### src/rtl/cxp_pkg.sv
package cxp_pkg;
  typedef enum logic [1:0] {SEL_DATA = 2'd0, SEL_ADDR = 2'd1, SEL_CFG = 2'd2, SEL_STAT = 2'd3} hsel_e;
  typedef enum logic [1:0] {ST_IDLE = 2'd0, ST_WR = 2'd1, ST_RD = 2'd2} seq_e;
  localparam int CFG_RST   = 0;
  localparam int CFG_INC   = 1;
  localparam int CFG_FETCH = 2;
  localparam int CFG_SPLO  = 12;
  localparam int STS_RBUSY = 0;
  localparam int STS_WBUSY = 1;
  localparam int STS_RNE   = 2;
  localparam int STS_RFULL = 3;
  localparam int STS_WEMP  = 4;
  localparam int STS_WFULL = 5;
  localparam int STS_ERR   = 6;
endpackage

### src/rtl/cxp_fifo.sv
module cxp_fifo #(
  parameter int DW    = 16,
  parameter int DEPTH = 16
) (
  input  logic          clk,
  input  logic          rst_n,
  input  logic          push,
  input  logic [DW-1:0] push_data,
  input  logic          pop,
  output logic [DW-1:0] head,
  output logic          empty,
  output logic          full
);
  localparam int PW = $clog2(DEPTH);
  localparam int CW = PW + 1;

  logic [DW-1:0] store_q [DEPTH];
  logic [PW-1:0] wp_q, wp_n, rp_q, rp_n;
  logic [CW-1:0] cnt_q, cnt_n;
  logic          push_ok, pop_ok;

  assign empty   = (cnt_q == '0);
  assign full    = (cnt_q == CW'(DEPTH));
  assign push_ok = push && !full;
  assign pop_ok  = pop && !empty;
  assign head    = store_q[rp_q];

  always_comb begin
    wp_n  = wp_q;
    rp_n  = rp_q;
    cnt_n = cnt_q;
    if (push_ok) wp_n = (wp_q == PW'(DEPTH - 1)) ? '0 : wp_q + 1'b1;
    if (pop_ok)  rp_n = (rp_q == PW'(DEPTH - 1)) ? '0 : rp_q + 1'b1;
    if (push_ok && !pop_ok) cnt_n = cnt_q + 1'b1;
    else if (pop_ok && !push_ok) cnt_n = cnt_q - 1'b1;
  end

  always_ff @(posedge clk or negedge rst_n) begin
    if (!rst_n) begin
      wp_q  <= '0;
      rp_q  <= '0;
      cnt_q <= '0;
    end else begin
      wp_q  <= wp_n;
      rp_q  <= rp_n;
      cnt_q <= cnt_n;
    end
  end

  always_ff @(posedge clk) begin
    if (push_ok) store_q[wp_q] <= push_data;
  end

  p_no_overflow_r3: assert property (@(posedge clk) disable iff (!rst_n) cnt_q <= CW'(DEPTH))
    else $error("queue occupancy above depth");
  p_full_push_ignored_r3: assert property (@(posedge clk) disable iff (!rst_n)
    (push && full && !pop) |=> (cnt_q == $past(cnt_q)))
    else $error("push into full queue changed occupancy");
endmodule

### src/rtl/cxp_rst_hold.sv
module cxp_rst_hold #(
  parameter int HOLD = 8
) (
  input  logic clk,
  input  logic rst_n,
  input  logic rst_req,
  output logic rst_out
);
  localparam int HW = (HOLD > 2) ? $clog2(HOLD) : 1;

  logic          out_q, out_n;
  logic [HW-1:0] cnt_q, cnt_n;

  assign rst_out = out_q;

  always_comb begin
    out_n = rst_req || (out_q && (cnt_q < HW'(HOLD - 1)));
    cnt_n = cnt_q;
    if (!out_q) cnt_n = '0;
    else if (cnt_q < HW'(HOLD - 1)) cnt_n = cnt_q + 1'b1;
  end

  always_ff @(posedge clk or negedge rst_n) begin
    if (!rst_n) begin
      out_q <= 1'b0;
      cnt_q <= '0;
    end else begin
      out_q <= out_n;
      cnt_q <= cnt_n;
    end
  end

  p_rst_min_hold_r6: assert property (@(posedge clk) disable iff (!rst_n)
    $fell(out_q) |-> ($past(cnt_q) == HW'(HOLD - 1)))
    else $error("coprocessor reset released early");
endmodule

### src/rtl/cxp_mem_seq.sv
module cxp_mem_seq
  import cxp_pkg::*;
#(
  parameter int AW = 16,
  parameter int DW = 16,
  parameter int SW = 4
) (
  input  logic          clk,
  input  logic          rst_n,
  input  logic          fetch_en,
  input  logic          inc_en,
  input  logic [SW-1:0] space_in,
  input  logic          addr_we,
  input  logic [AW-1:0] addr_wdata,
  output logic [AW-1:0] addr_cur,
  input  logic          wq_empty,
  input  logic [DW-1:0] wq_head,
  output logic          wq_pop,
  input  logic          rq_full,
  output logic          rq_push,
  output logic          rd_busy,
  output logic          req,
  output logic          we,
  output logic [SW-1:0] space,
  output logic [AW-1:0] addr,
  output logic [DW-1:0] wdata,
  input  logic          ack
);
  seq_e          st_q, st_n;
  logic [AW-1:0] addr_q, addr_n, raddr_q, raddr_n;
  logic [SW-1:0] sp_q, sp_n;
  logic [DW-1:0] wd_q, wd_n;
  logic          step;

  always_comb begin
    st_n    = st_q;
    raddr_n = raddr_q;
    sp_n    = sp_q;
    wd_n    = wd_q;
    wq_pop  = 1'b0;
    rq_push = 1'b0;
    step    = 1'b0;
    unique case (st_q)
      ST_IDLE: begin
        if (!wq_empty) begin
          st_n    = ST_WR;
          raddr_n = addr_q;
          sp_n    = space_in;
          wd_n    = wq_head;
        end else if (fetch_en && !rq_full) begin
          st_n    = ST_RD;
          raddr_n = addr_q;
          sp_n    = space_in;
        end
      end
      ST_WR: if (ack) begin
        wq_pop = 1'b1;
        step   = 1'b1;
        st_n   = ST_IDLE;
      end
      ST_RD: if (ack) begin
        rq_push = 1'b1;
        step    = 1'b1;
        st_n    = ST_IDLE;
      end
      default: st_n = ST_IDLE;
    endcase
    addr_n = addr_q;
    if (addr_we) addr_n = addr_wdata;
    else if (step && inc_en) addr_n = addr_q + 1'b1;
  end

  always_ff @(posedge clk or negedge rst_n) begin
    if (!rst_n) begin
      st_q    <= ST_IDLE;
      addr_q  <= '0;
      raddr_q <= '0;
      sp_q    <= '0;
      wd_q    <= '0;
    end else begin
      st_q    <= st_n;
      addr_q  <= addr_n;
      raddr_q <= raddr_n;
      sp_q    <= sp_n;
      wd_q    <= wd_n;
    end
  end

  assign addr_cur = addr_q;
  assign req      = (st_q != ST_IDLE);
  assign we       = (st_q == ST_WR);
  assign rd_busy  = (st_q == ST_RD);
  assign space    = sp_q;
  assign addr     = raddr_q;
  assign wdata    = wd_q;

  p_req_stable_r2: assert property (@(posedge clk) disable iff (!rst_n)
    (req && !ack) |=> (req && $stable(addr) && $stable(we) && $stable(space) && $stable(wdata)))
    else $error("request changed before acknowledge");
  p_addr_step_r4: assert property (@(posedge clk) disable iff (!rst_n)
    (req && ack && !addr_we) |=> (addr_q == ($past(addr_q) + {{(AW-1){1'b0}}, $past(inc_en)})))
    else $error("address step wrong");
endmodule

### src/rtl/cxp_xfer_port.sv
module cxp_xfer_port
  import cxp_pkg::*;
#(
  parameter int DW    = 16,
  parameter int AW    = 16,
  parameter int SW    = 4,
  parameter int DEPTH = 16,
  parameter int HOLD  = 8
) (
  input  logic          clk,
  input  logic          rst_n,
  input  logic [1:0]    hst_sel,
  input  logic          hst_wr,
  input  logic          hst_rd,
  input  logic [15:0]   hst_wdata,
  output logic [15:0]   hst_rdata,
  output logic          cpx_req,
  output logic          cpx_we,
  output logic [SW-1:0] cpx_space,
  output logic [AW-1:0] cpx_addr,
  output logic [DW-1:0] cpx_wdata,
  input  logic          cpx_ack,
  input  logic [DW-1:0] cpx_rdata,
  output logic          cpx_rst
);
  hsel_e         sel;
  logic          c_rst_q, c_rst_n, c_inc_q, c_inc_n, c_fet_q, c_fet_n;
  logic [SW-1:0] c_sp_q, c_sp_n;
  logic          err_q, err_n;
  logic          wq_push, wq_pop, wq_empty, wq_full;
  logic          rq_push, rq_pop, rq_empty, rq_full;
  logic [DW-1:0] wq_head, rq_head;
  logic [AW-1:0] addr_cur;
  logic          rd_busy, addr_we, cfg_we, err_clr;
  logic [15:0]   cfg_view, sts_view;

  assign sel     = hsel_e'(hst_sel);
  assign wq_push = hst_wr && (sel == SEL_DATA);
  assign rq_pop  = hst_rd && (sel == SEL_DATA);
  assign addr_we = hst_wr && (sel == SEL_ADDR);
  assign cfg_we  = hst_wr && (sel == SEL_CFG);
  assign err_clr = hst_wr && (sel == SEL_STAT) && hst_wdata[STS_ERR];

  always_comb begin
    c_rst_n = c_rst_q;
    c_inc_n = c_inc_q;
    c_fet_n = c_fet_q;
    c_sp_n  = c_sp_q;
    if (cfg_we) begin
      c_rst_n = hst_wdata[CFG_RST];
      c_inc_n = hst_wdata[CFG_INC];
      c_fet_n = hst_wdata[CFG_FETCH];
      c_sp_n  = hst_wdata[CFG_SPLO +: SW];
    end
    err_n = err_q;
    if (err_clr) err_n = 1'b0;
    if ((wq_push && wq_full) || (rq_pop && rq_empty)) err_n = 1'b1;
  end

  always_ff @(posedge clk or negedge rst_n) begin
    if (!rst_n) begin
      c_rst_q <= 1'b0;
      c_inc_q <= 1'b0;
      c_fet_q <= 1'b0;
      c_sp_q  <= '0;
      err_q   <= 1'b0;
    end else begin
      c_rst_q <= c_rst_n;
      c_inc_q <= c_inc_n;
      c_fet_q <= c_fet_n;
      c_sp_q  <= c_sp_n;
      err_q   <= err_n;
    end
  end

  always_comb begin
    cfg_view = '0;
    cfg_view[CFG_RST]        = c_rst_q;
    cfg_view[CFG_INC]        = c_inc_q;
    cfg_view[CFG_FETCH]      = c_fet_q;
    cfg_view[CFG_SPLO +: SW] = c_sp_q;
    sts_view = '0;
    sts_view[STS_RBUSY] = rd_busy;
    sts_view[STS_WBUSY] = !wq_empty;
    sts_view[STS_RNE]   = !rq_empty;
    sts_view[STS_RFULL] = rq_full;
    sts_view[STS_WEMP]  = wq_empty;
    sts_view[STS_WFULL] = wq_full;
    sts_view[STS_ERR]   = err_q;
    unique case (sel)
      SEL_DATA: hst_rdata = rq_empty ? '0 : 16'(rq_head);
      SEL_ADDR: hst_rdata = 16'(addr_cur);
      SEL_CFG:  hst_rdata = cfg_view;
      default:  hst_rdata = sts_view;
    endcase
  end

  cxp_fifo #(.DW(DW), .DEPTH(DEPTH)) u_wq (
    .clk(clk), .rst_n(rst_n), .push(wq_push), .push_data(hst_wdata[DW-1:0]),
    .pop(wq_pop), .head(wq_head), .empty(wq_empty), .full(wq_full));

  cxp_fifo #(.DW(DW), .DEPTH(DEPTH)) u_rq (
    .clk(clk), .rst_n(rst_n), .push(rq_push), .push_data(cpx_rdata),
    .pop(rq_pop), .head(rq_head), .empty(rq_empty), .full(rq_full));

  cxp_mem_seq #(.AW(AW), .DW(DW), .SW(SW)) u_seq (
    .clk(clk), .rst_n(rst_n), .fetch_en(c_fet_q), .inc_en(c_inc_q), .space_in(c_sp_q),
    .addr_we(addr_we), .addr_wdata(hst_wdata[AW-1:0]), .addr_cur(addr_cur),
    .wq_empty(wq_empty), .wq_head(wq_head), .wq_pop(wq_pop),
    .rq_full(rq_full), .rq_push(rq_push), .rd_busy(rd_busy),
    .req(cpx_req), .we(cpx_we), .space(cpx_space), .addr(cpx_addr), .wdata(cpx_wdata),
    .ack(cpx_ack));

  cxp_rst_hold #(.HOLD(HOLD)) u_rst (
    .clk(clk), .rst_n(rst_n), .rst_req(c_rst_q), .rst_out(cpx_rst));

  p_err_sticky_r3: assert property (@(posedge clk) disable iff (!rst_n)
    (err_q && !err_clr) |=> err_q)
    else $error("error flag dropped without clear");
  p_wbusy_until_drained_r1: assert property (@(posedge clk) disable iff (!rst_n)
    (cpx_req && cpx_we && !cpx_ack) |=> !wq_empty)
    else $error("write queue empty while write request pending");
endmodule

### config.mk
export PLATFORM = sky130hd
export DESIGN_NAME = cxp_xfer_port
export DESIGN_NICKNAME = d
export VERILOG_FILES = /design/src/rtl/cxp_pkg.sv /design/src/rtl/cxp_fifo.sv /design/src/rtl/cxp_rst_hold.sv /design/src/rtl/cxp_mem_seq.sv /design/src/rtl/cxp_xfer_port.sv
export SDC_FILE = /design/constraint.sdc
export NUM_CORES = 1
export LEC_CHECK = 0
export BUFFER_PORTS_ARGS = -buffer_cell sky130_fd_sc_hd__clkbuf_2
export CELL_PAD_IN_SITES_DETAIL_PLACEMENT = 0
export CELL_PAD_IN_SITES_GLOBAL_PLACEMENT = 2
export CORE_MARGIN = 2
export CORE_UTILIZATION = 47
export DETAILED_ROUTE_END_ITERATION = 10
export HOLD_SLACK_MARGIN = 0.08
export PLACE_DENSITY = 0.83
export SLEW_MARGIN = 20
export SYNTH_ARGS = -nofsm -noshare
export SYNTH_HDL_FRONTEND = slang
export SYNTH_SLANG_ARGS = --single-unit
### constraint.sdc
create_clock -name clk -period 4.4 [get_ports clk]
set_clock_uncertainty 0.05 [all_clocks]
set_input_delay 0.88 -clock clk [delete_from_list [all_inputs] [get_ports clk]]
set_output_delay 0.88 -clock clk [all_outputs]
set_load 0.02 [all_outputs]
Word level (Yosys, flattened, before mapping)
Memories as Yosys holds them, arrays and structs flattened. A register that Yosys moved wholly into a read port is not among the register bits.
Index checks and enable logic that the tools add are counted.
- register bits: 76
- memory bits (writable): 512
- input bits: 39
- output and inout port bits: 55
- logic and storage cells: 121
- memories kept: 2
- add/subtract/negate cells: 10
- magnitude comparators: 1
- equality and inequality tests: 15
- muxes and demuxes: 32
- bitwise gates (word level): 1
- reduce and logical (&&, ||, !) cells: 43
- memories (name ; words ; bits a word ; read ports ; clocked after Yosys merged registers in ; wr ports ; line ; source):
    u_rq.store_q ; 16 ; 16 ; 1 ; 0 ; 1 ; cxp_fifo.sv:17 ; logic [DW-1:0] store_q [DEPTH];
    u_wq.store_q ; 16 ; 16 ; 1 ; 1 ; 1 ; cxp_fifo.sv:17 ;
- operator list (operator ; count):
    $mux 16 ; 5
    $pmux 16 s3 ; 1
    $mux 4 ; 6
    $mux 5 ; 4
    $logic_and 1x1->1 ; 19
    $add 16x1->16 const B ; 1
    $add 4x1->4 const B ; 4
    $eq 4x4->1 const B ; 4
    $add 5x1->5 const B ; 2
    $eq 5x5->1 const B ; 2
    $logic_not 5->1 ; 2
    $mux 1 ; 10
    $reduce_bool 2->1 ; 5
    $sub 5x1->5 const B ; 2
    $logic_not 1->1 ; 9
    $eq 2x2->1 const B ; 3
    $mux 2 ; 3
    $mux 3 ; 2
    $reduce_and 2->1 ; 3
    $eq 2x1->1 const B ; 2
    $logic_not 2->1 ; 2
    $ne 2x2->1 const B ; 2
    $pmux 2 s2 ; 1
    $add 3x1->3 const B ; 1
    other kinds (6) ; 7

Logic depth before layout (Yosys ltp)
Gate-level depths: netlist of the first run.
- word-level depth: 7
- mapped depth: 13
- gate-level depth less buffers: 13

Modules after synthesis
From an unflattened synthesis of the first run, not the netlist that was laid out.
- cells, all modules: 1396
- area, all modules: 25110.3 sq um
- modules (own cells, without submodules) (module ; instances ; cells each ; area an instance (sq um) ; sequential area each (sq um)):
    cxp_fifo at u_rq ; 1 ; 548 ; 10855.4 ; 8012.7
    cxp_fifo at u_wq ; 1 ; 548 ; 10854.2 ; 8012.7
    cxp_mem_seq ; 1 ; 202 ; 2439.8 ; 1351.3
    cxp_xfer_port ; 1 ; 84 ; 798.3 ; 200.2
    cxp_rst_hold ; 1 ; 14 ; 162.7 ; 100.1

Worst setup path after synthesis of the first run
No wires, ideal clock.
- kind: input to register
- from: input cpx_ack
- to: memory u_rq.store_q[0][0] (enable)
- setup time: 0.409 ns
- data arrival time: 2.574 ns
- required time: 3.941 ns
- path slack: 1.367 ns
- stages on the path: 4
- buffers on the path: 1
- cell sequence: and3_1 -> clkbuf_1 -> nand2_1 -> nor3_1
- longest elaborated chain between the ends: 5
- RTL lines (what ; line ; source):
    start: declaration ; cxp_xfer_port.sv:22 ; input logic cpx_ack,
    $mux 1 ; cxp_mem_seq.sv:61 ; ST_RD: if (ack) begin
    $mux 1 ; cxp_mem_seq.sv:43 ; unique case (st_q)
    $logic_and 1x1->1 ; cxp_fifo.sv:24 ; assign push_ok = push && !full;
    via u_rq.push_ok ; cxp_fifo.sv:20 ; logic push_ok, pop_ok;
    $mux 1 ; cxp_fifo.sv:51 ; if (push_ok) store_q[wp_q] <= push_data;
    $mux 1 (not written as such) ; cxp_fifo.sv:51 ;
    end: declaration ; cxp_fifo.sv:17 ;
The timed path passes the listed nets, and every way through them passes these cells.

Worst setup path in the final report of the first run
- from: register u_rq.rp_q[0]
- to: output hst_rdata[11]
- longest elaborated chain between the ends: 3
- RTL lines (what ; line ; source):
    start: declaration ; cxp_fifo.sv:18 ; logic [PW-1:0] wp_q, wp_n, rp_q, rp_n;
    start signal: assignment ; cxp_fifo.sv:45 ; rp_q <= rp_n;
    $mem_v2 16x16 ; -- ;
    $mux 16 ; cxp_xfer_port.sv:91 ; SEL_DATA: hst_rdata = rq_empty ? '0 : 16'(rq_head);
    $pmux 16 s3 ; cxp_xfer_port.sv:90 ; unique case (sel)
    end: declaration ; cxp_xfer_port.sv:16 ; output logic [15:0] hst_rdata,
Every way passes these cells.

==> results of run 1 <==
==> logic make-up (layout without fill, tap and decap cells) <==
| family | Yosys count | after routing | synth area share [%] |
|---|---|---|---|
| AOI/OAI and AO/OA | 130 | 130 | 3.87 |
| xor gates and xnor gates | 29 | 29 | 1.06 |
| adders and majority gates | 25 | 25 | 1.36 |
| buffers and inverters | 79 | 276 | 1.47 |
| DFF | 604 | 604 | 73.5 |
| muxes | 193 | 193 | 14.9 |
| and+or+nand+nor | 189 | 189 | 3.74 |
==> path summary, 6_finish.rpt <==
check | start | endpoint | slack (ns) | cells after the start
worst max-delay path | u_rq.rp_q[0] | hst_rdata[11] | 0.26 | 6
worst min-delay path | rst_n | u_rst.cnt_q[0] | 0.22 | 1
worst max register to register | u_rq.cnt_q[0] | u_rq.cnt_q[4] | 1.17 | 11
worst min register to register | u_seq.space[3] | u_seq.space[3] | 0.44 | 1
max in group asynchronous | rst_n | u_wq.rp_q[0] | 3.10 | 2
min in group clk | u_seq.space[3] | u_seq.space[3] | 0.44 | 1
==> cell type report <==
| class | instances | area, um^2 | share of cell area, % |
|---|---|---|---|
| multi-input combinational | 566 | 6060 | 21.9 |
| timing repair buffer | 147 | 911 | 3.30 |
| inverter | 17 | 63.8 | 0.231 |
| clock inverter | 27 | 305 | 1.10 |
| clock buffer | 85 | 1770 | 6.40 |
| tap | 672 | 841 | 3.04 |
| sequential | 604 | 17700 | 64.0 |
==> power by group through the flow <==
stage          registers [mW]  logic [mW]  clock network [mW]
4_1_cts                  7.38        4.47                5.34
2_1_floorplan            7.25        3.25                   0
3_5_place_dp             7.49        4.45                   0
3_3_place_gp             7.47        4.39                   0
5_1_grt                  7.45        4.77                5.55
6_report                 7.37        4.40                5.25
==> per-layer routing <==
layer	routed length, um	global-route usage, %	share of wire, %	vias to the layer above
met5	13	0	0.024	-
met4	1050	5.08	2.0	2
met3	2810	3.42	5.3	76
met2	26800	34.7	50	334
met1	22700	27.9	43	6311
li1	-	-	-	5331
==> state kept, by name, summed over array words and instances (netlist names), 2 cells and up <==
| signal | cells |
|---|---|
| u_rq.store_q | 256 |
| u_wq.store_q | 256 |
| u_seq.addr | 16 |
| u_seq.addr_cur | 16 |
| u_seq.wdata | 16 |
| u_rq.cnt_q | 5 |
| u_wq.cnt_q | 5 |
| c_sp_q | 4 |
| u_rq.rp_q | 4 |
| u_rq.wp_q | 4 |
| u_seq.space | 4 |
| u_wq.rp_q | 4 |
| u_wq.wp_q | 4 |
| u_rst.cnt_q | 3 |
| u_seq.st_q | 2 |
==> worst register-to-register path, cell delays in order (launching register included) <==
cell	delay, ns
dfrtp_1	0.43
nor4_1	0.56
nand2_1	0.29
and3_1	0.42
ha_1	0.29
inv_1	0.13
ha_1	0.29
a21o_1	0.19
a21oi_1	0.16
xnor2_1	0.13
nor2_1	0.06
xnor2_1	0.12
==> stage by stage <==
stage,area (um^2),std cells,util (%),hold slack [ns],worst slack (ns)
6_report,27600,2118,55.0,0.222,0.261
5_1_grt,27600,2118,55.0,0.250,0.158
4_1_cts,27600,2118,55.0,0.232,0.228
3_5_place_dp,25600,2006,50.8,0.428,0.892
3_3_place_gp,25600,2006,50.8,0.421,0.961
2_1_floorplan,24000,1249,-,0.390,1.37
==> placed cells by master, fill, tap and decap left out, types with 18 or more instances in the layout <==
master | Yosys | final
a22oi_1 | 20 | 20
edfxtp_1 | 512 | 512
nand3_1 | 21 | 21
and2_1 | 20 | 20
nand2_1 | 46 | 45
mux2_1 | 20 | 20
nor2_1 | 47 | 35
mux4_2 | 128 | 128
clkbuf_2 | 0 | 92
mux2i_1 | 18 | 18
o21ai_0 | 20 | 20
ha_1 | 23 | 23
buf_4 | 5 | 52
clkbuf_16 | 0 | 62
a21oi_1 | 33 | 33
a221o_1 | 21 | 21
nor3_1 | 25 | 21
mux2_2 | 27 | 27
dfrtp_1 | 92 | 87
==> flow_summary.json, run 1 <==
{
  "antennaDiodeCount": 0,
  "hold_path.class": "in -> async",
  "n_fill_cell": 3915,
  "drt_iter0_markers": 1059,
  "synth_cells": 1249,
  "wl_um": 53300,
  "yosys_warnings": 0,
  "grt_max_degree": 50,
  "syn_area_um2": 24000,
  "cp_max_fo": 17,
  "cts_hold_buf": 0,
  "status": "finished, final reports clean",
  "dr.pass1.iters": 5,
  "layout.nets": 1459,
  "vias": 12100,
  "synth_edf_count": 512,
  "finalCritPeriodShare_pct": 94.1,
  "synthMostInstantiatedCell": "edfxtp_1",
  "crit_type": "reg -> out",
  "rsz0062_at_grt": "no",
  "clk_latency_ns": 0.61,
  "yosysTopAreaCellShare_pct": 64.0,
  "cellLeakagePower_nw": 9.39,
  "wl_per_cell_um": 25.2,
  "cap_violations": 0,
  "finalHoldViolCount": 0,
  "core_um2": 50300,
  "cts_buffers": 59,
  "synth.avg_cell_area_um2": 19.2,
  "io_pins": 94,
  "critPathBufInv": 3,
  "peakVddDrop_mv": 0.439,
  "yosysSeqAreaShare_pct": 73.5,
  "track_usage_pct": 20.5,
  "end_kind": "output port",
  "synth_area_leaders": "edfxtp_1, mux4_2, dfrtp_1, mux2_2, ha_1",
  "cts_tree": "done",
  "cts.sinks": 604,
  "power_mw": 17.0,
  "drive_gt1_share_pct": 29.5,
  "power_frac_comb_pct": 25.9,
  "swShare_pct": 29.8,
  "seqPwrFrac_pct": 43.3,
  "rows": 82,
  "die_w_um": 230,
  "synth_nets": 1313,
  "crit_family": "buffers and inverters",
  "synth_ff_type": "edfxtp_1",
  "slowest_delay_ns": 0.63,
  "synthTopCellsByCount": "edfxtp_1, mux4_2, dfrtp_1",
  "clk_pin_slew_ns": 0.06,
  "fmax_ghz": 0.242,
  "p_clk_share_pct": 30.8,
  "cts_resized": 0,
  "dieHeight_um": 230,
  "postCtsSetupRepairBufs": 0,
  "viasPerCell": 5.69,
  "synth_seq_cells": 604,
  "crit_chain": "buf_12, buf_4, mux4_2, a221oi_1, o21ai_0, clkbuf_2",
  "dieArea_um2": 53000,
  "start_util_pct": 47.8,
  "route.detailed.drc": 0,
  "ant_nets": 0,
  "worstMarginPinSlew_ns": 1.02,
  "grt-ovfl-total": 0,
  "antenna_found_initial": 1,
  "powerDensity_nw_per_um2": 616,
  "synth.distinct_cells": 48,
  "fin_tns_setup_ns": 0,
  "area_growth_pct": 15.0,
  "slew_violations": 0,
  "gp_congestion": 0.776,
  "cp.arrival_ns": 3.21,
  "clk_path_buf_depth": 3,
  "htreeDepth": 2,
  "cts_root_buf": "clkbuf_16",
  "fin_crit_ns": 4.14,
  "crit_required_ns": 3.47,
  "synth_top_cell_by_area": "edfxtp_1",
  "portBuffers": 93,
  "setup_viol": 0,
  "critPathSlowestCell": "dfrtp_4",
  "setup.worst_path.start_class": "flip-flop",
  "grt_pass1_wl_um": 80300,
  "grt_pass1_vias": 12500,
  "relSlewSlack_pct": 32.1,
  "p_int_mw": 11.9,
  "synthArstFlopShare_pct": 15.2,
  "netSwitchingPower_mw": 5.07,
  "dpl.hpwl_um": 33700
}
Note: power is estimated with default switching activity, not from simulation.
==> run 2, diff against run 1 <==
BUFFER_PORTS_ARGS = default   (was -buffer_cell sky130_fd_sc_hd__clkbuf_2)
CTS_BUF_LIST = sky130_fd_sc_hd__clkbuf_2 sky130_fd_sc_hd__clkbuf_4 sky130_fd_sc_hd__clkbuf_8   (was default)
DONT_BUFFER_PORTS = 1   (was default)
PLACE_DENSITY = 0.81   (was 0.83)
==> flow_summary.json, run 2 (synthesis gave the netlist of run 1 again) <==
{
  "status": "finished, final reports clean",
  "slew_violations": 0,
  "mostFrequentLayoutCell": "edfxtp_1",
  "finalHoldViolCount": 0,
  "end_kind": "output port",
  "io_pins": 94,
  "p_clk_share_pct": 29.2,
  "grt_pass1_vias": 12600,
  "stdcell_area_um2": 26900,
  "wl_um": 53300,
  "dieArea_um2": 53000,
  "cts_root_buf": "clkbuf_8",
  "dpl_cell_area_um2": 25000,
  "swShare_pct": 30.8,
  "dr.pass1.iters": 5,
  "dieHeight_um": 230,
  "place_ws_ns": 0.978,
  "grt-ovfl-total": 0,
  "rsz0062_at_grt": "no",
  "track_usage_pct": 20.7,
  "grt_pass1_wl_um": 80200,
  "wl_per_cell_um": 25.7,
  "layout.nets": 1395,
  "core_um2": 50300,
  "die_w_um": 230,
  "route.detailed.drc": 0,
  "postCtsSetupRepairBufs": 0,
  "powerDensity_nw_per_um2": 600,
  "viasPerCell": 5.79,
  "clk_latency_ns": 0.70,
  "area_growth_pct": 12.0,
  "ant_nets": 0,
  "cts_buffers": 97,
  "crit_required_ns": 3.47,
  "peakVddDrop_mv": 0.339,
  "fmax_ghz": 0.243,
  "clk_path_buf_depth": 3,
  "fin_crit_ns": 4.11,
  "fin_tns_setup_ns": 0,
  "gp_congestion": 0.754,
  "dpl.hpwl_um": 32600,
  "finalCritPeriodShare_pct": 93.5,
  "p_int_mw": 11.2,
  "clk_pin_slew_ns": 0.06,
  "antenna_found_initial": 0,
  "vias": 12000,
  "cp_max_fo": 34,
  "seqPwrFrac_pct": 47.4,
  "drt_iter0_markers": 926,
  "relSlewSlack_pct": 26.2,
  "power_mw": 16.2,
  "hold_path.class": "in -> reg",
  "cts.sinks": 604,
  "setup_viol": 0,
  "reg_top3": "u_rq.store_q x256, u_wq.store_q x256",
  "final.setup.worst_slack_ns": 0.287,
  "drive_gt1_share_pct": 27.1,
  "power_frac_comb_pct": 23.4,
  "grt_max_degree": 93,
  "cp.arrival_ns": 3.18,
  "netSwitchingPower_mw": 4.98,
  "setup.worst_path.start_class": "flip-flop",
  "cellLeakagePower_nw": 8.95,
  "antennaDiodeCount": 0,
  "layout_common_cells": "edfxtp_1, mux4_2, clkbuf_8",
  "htreeDepth": 3,
  "cap_violations": 0,
  "portBuffers": 0,
  "crit_type": "reg -> out",
  "rows": 82,
  "holdWs_ns": 0.221,
  "start_util_pct": 47.8,
  "cts_tree": "done",
  "worstMarginPinSlew_ns": 1.11
}
## run 2: final cells by class
| class | count | area [um^2] |
|---|---|---|
| Fill cell | 3915 | 23300 |
| Sequential cell | 604 | 17700 |
| Multi-Input combinational cell | 566 | 6060 |
| Clock buffer | 130 | 1600 |
| Tap cell | 672 | 841 |
| Timing Repair Buffer | 45 | 373 |
| Clock inverter | 42 | 297 |
| Inverter | 17 | 63.8 |
## run 2: final timing paths
kind | slack [ns] | to | cells past startpoint | startpoint
worst min register to register | 0.47 | u_rst.cnt_q[0] | 1 | u_rst.cnt_q[0]
worst max register to register | 1.22 | u_wq.cnt_q[4] | 12 | u_wq.cnt_q[0]
worst max-delay path | 0.29 | hst_rdata[11] | 7 | u_rq.rp_q[0]
max in group asynchronous | 3.03 | u_rq.rp_q[0] | 2 | rst_n
worst min-delay path | 0.22 | u_rq.store_q[12][11] | 0 | cpx_rdata[11]
min in group asynchronous | 0.71 | u_seq.wdata[4] | 2 | rst_n
## run 2: per-layer routing
layer / vias to the layer above / share of wire [%] / wire (um) / track usage [%]
li1: 5214 / - / - / -
met1: 6344 / 41 / 21700 / 26.9
met2: 385 / 50 / 26600 / 34.0
met3: 76 / 7.6 / 4070 / 5.87
met4: 0 / 1.9 / 1010 / 6.09
met5: - / 0 / 0 / 0
## run 2: through the flow
step	utilization, %	instances
3_5_place_dp	49.7	1902
6_report	53.6	2076
3_3_place_gp	49.7	1902
4_1_cts	53.5	2076
2_1_floorplan	-	1249
5_1_grt	53.6	2076
## run 2: power by group through the flow
stage               clock (mW)  sequential [mW]  combinational [mW]
detailed placement           0             7.78                3.79
floorplan                    0             7.25                3.25
CTS                       4.84             7.67                3.83
global route              5.09             7.75                4.12
finish                    4.72             7.66                3.78
global placement             0             7.77                3.73
## run 2: critical path, cell delays in order, from the launching register on
cell      delay (ns)
dfrtp_4         0.70
buf_12          0.32
mux4_2          0.56
mux2i_1         0.15
nor2_1          0.07
a221oi_1        0.23
o21ai_0         0.21
buf_4           0.22
## run 2: timing repair
item / 4_1_cts / 5_1_grt
setup endpoints to repair: 0 / 0
hold buffers: 2 / 0
hold endpoints to repair: 92 / 0
gates resized for setup: 0 / 0
==> run 3, diff against run 2 <==
CORE_UTILIZATION = 51   (was 47)
PLACE_DENSITY = 0.86   (was 0.81)
clock period = 3.8 ns   (was 4.4 ns; I/O delays follow)
==> flow_summary.json, run 3 (synthesis gave the netlist of run 1 again) <==
{
  "crit_type": "reg -> out",
  "layout_common_cells": "edfxtp_1, mux4_2, clkbuf_8",
  "cts_root_buf": "clkbuf_8",
  "r2r-start": "u_wq.cnt_q[0]",
  "drt_iter0_markers": 988,
  "die_w_um": 221,
  "cts_resized": 0,
  "io_pins": 94,
  "power_mw": 18.8,
  "drive_gt1_share_pct": 27.9,
  "reg_top3": "u_rq.store_q x256, u_wq.store_q x256",
  "cts_tree": "done",
  "status": "finished, final reports clean",
  "start_util_pct": 51.6,
  "grt_pass1_wl_um": 81400,
  "worstMarginPinSlew_ns": 0.915,
  "vias": 12300,
  "finalHoldViolCount": 0,
  "grt-ovfl-total": 0,
  "grt_max_degree": 93,
  "dr.pass1.iters": 6,
  "finalCritPeriodShare_pct": 96.2,
  "rows": 79,
  "viasPerCell": 5.99,
  "wl_per_cell_um": 26.4,
  "antenna_found_initial": 2,
  "end_kind": "output port",
  "dpl.hpwl_um": 32400,
  "cts_buffers": 95,
  "powerDensity_nw_per_um2": 692,
  "track_usage_pct": 22.5,
  "route.detailed.drc": 0,
  "holdCritStartpoint": "cpx_rdata[15]",
  "slew_violations": 0,
  "cellLeakagePower_nw": 9.14,
  "htreeDepth": 3,
  "layout.nets": 1432,
  "core_um2": 46600,
  "fmax_ghz": 0.274,
  "portBuffers": 0,
  "fin_crit_ns": 3.66,
  "dieArea_um2": 48900,
  "setup.worst_path.start_class": "flip-flop",
  "place_ws_ns": 0.626,
  "peakVddDrop_mv": 0.416,
  "rsz0062_at_grt": "no",
  "clk_latency_ns": 0.68,
  "startpoint": "u_rq.rp_q[0]",
  "n_fill_cell": 3350,
  "cp_max_fo": 9,
  "wl_um": 54200,
  "fin_tns_setup_ns": 0,
  "grt_pass1_vias": 12600,
  "mostFrequentLayoutCell": "edfxtp_1",
  "final.setup.worst_slack_ns": 0.144,
  "hold_path.class": "in -> reg",
  "gp_congestion": 0.766,
  "clk_pin_slew_ns": 0.07,
  "seq_area_um2": 17700,
  "area_growth_pct": 13.3,
  "crit_required_ns": 2.99,
  "clk_path_buf_depth": 3,
  "ant_nets": 0,
  "setup_viol": 0,
  "dieHeight_um": 221,
  "fin_cells": 2053,
  "relSlewSlack_pct": 38.6,
  "cap_violations": 0,
  "cts.sinks": 604,
  "dp_cells": 1855,
  "multi_input_area_um2": 6060,
  "cp.arrival_ns": 2.85
}
[run 3: per-layer routing]
layer	vias to the layer above	global-route usage (%)	share of wire [%]
met4	0	6.88	2.6
met3	104	5.60	6.7
met2	423	37.3	50
li1	5293	-	-
met1	6482	29.6	41
met5	-	0	0
[run 3: final timing paths]
path	end	cells after the start	slack, ns
hold reg to reg	u_rst.rst_out	1	0.45
hold / removal	u_rq.store_q[9][15]	0	0.14
setup reg to reg	u_wq.cnt_q[4]	12	0.60
min in group asynchronous	u_seq.wdata[5]	2	0.66
max in group asynchronous	u_rq.rp_q[0]	2	2.58
setup / recovery	hst_rdata[3]	5	0.14
[run 3: area by class of cell]
class | instances | area share [%]
Sequential cell | 604 | 65.0
Multi-Input combinational cell | 566 | 22.2
Clock buffer | 141 | 6.30
Timing Repair Buffer | 84 | 2.79
Tap cell | 607 | 2.79
Clock inverter | 33 | 0.671
Inverter | 17 | 0.234
Antenna cell | 1 | 0.00919
[run 3: where the power goes]
group | total (mW) | leakage, nW | switching, mW | internal [mW]
sequential | 8.77 | 5.68 | 1.04 | 7.73
clock | 5.41 | 1.01 | 2.46 | 2.96
combinational | 4.67 | 2.46 | 2.30 | 2.37
total | 18.8 | 9.14 | 5.79 | 13.1
[run 3: critical path: stages (launching register included)]
cell and delay [ns]:
dfrtp_4 0.50, buf_4 0.26, mux4_2 0.52, a22oi_1 0.28, a21oi_1 0.15, a221o_1 0.46
[run 3: repair_timing]
action                                  4_1_cts  5_1_grt
hold endpoints to repair                    184        0
setup buffers                                 2        0
endpoints found under the setup margin        7        0
hold buffers                                 20        0
[run 3: through the flow]
| step | area, um^2 | hold WS, ns | util, % |
|---|---|---|---|
| floorplan | 24000 | 0.390 | - |
| global placement | 25100 | 0.418 | 53.9 |
| detailed placement | 25100 | 0.420 | 53.9 |
| CTS | 27200 | 0.0804 | 58.4 |
| global route | 27200 | 0.0883 | 58.5 |
| finish | 27200 | 0.136 | 58.5 |
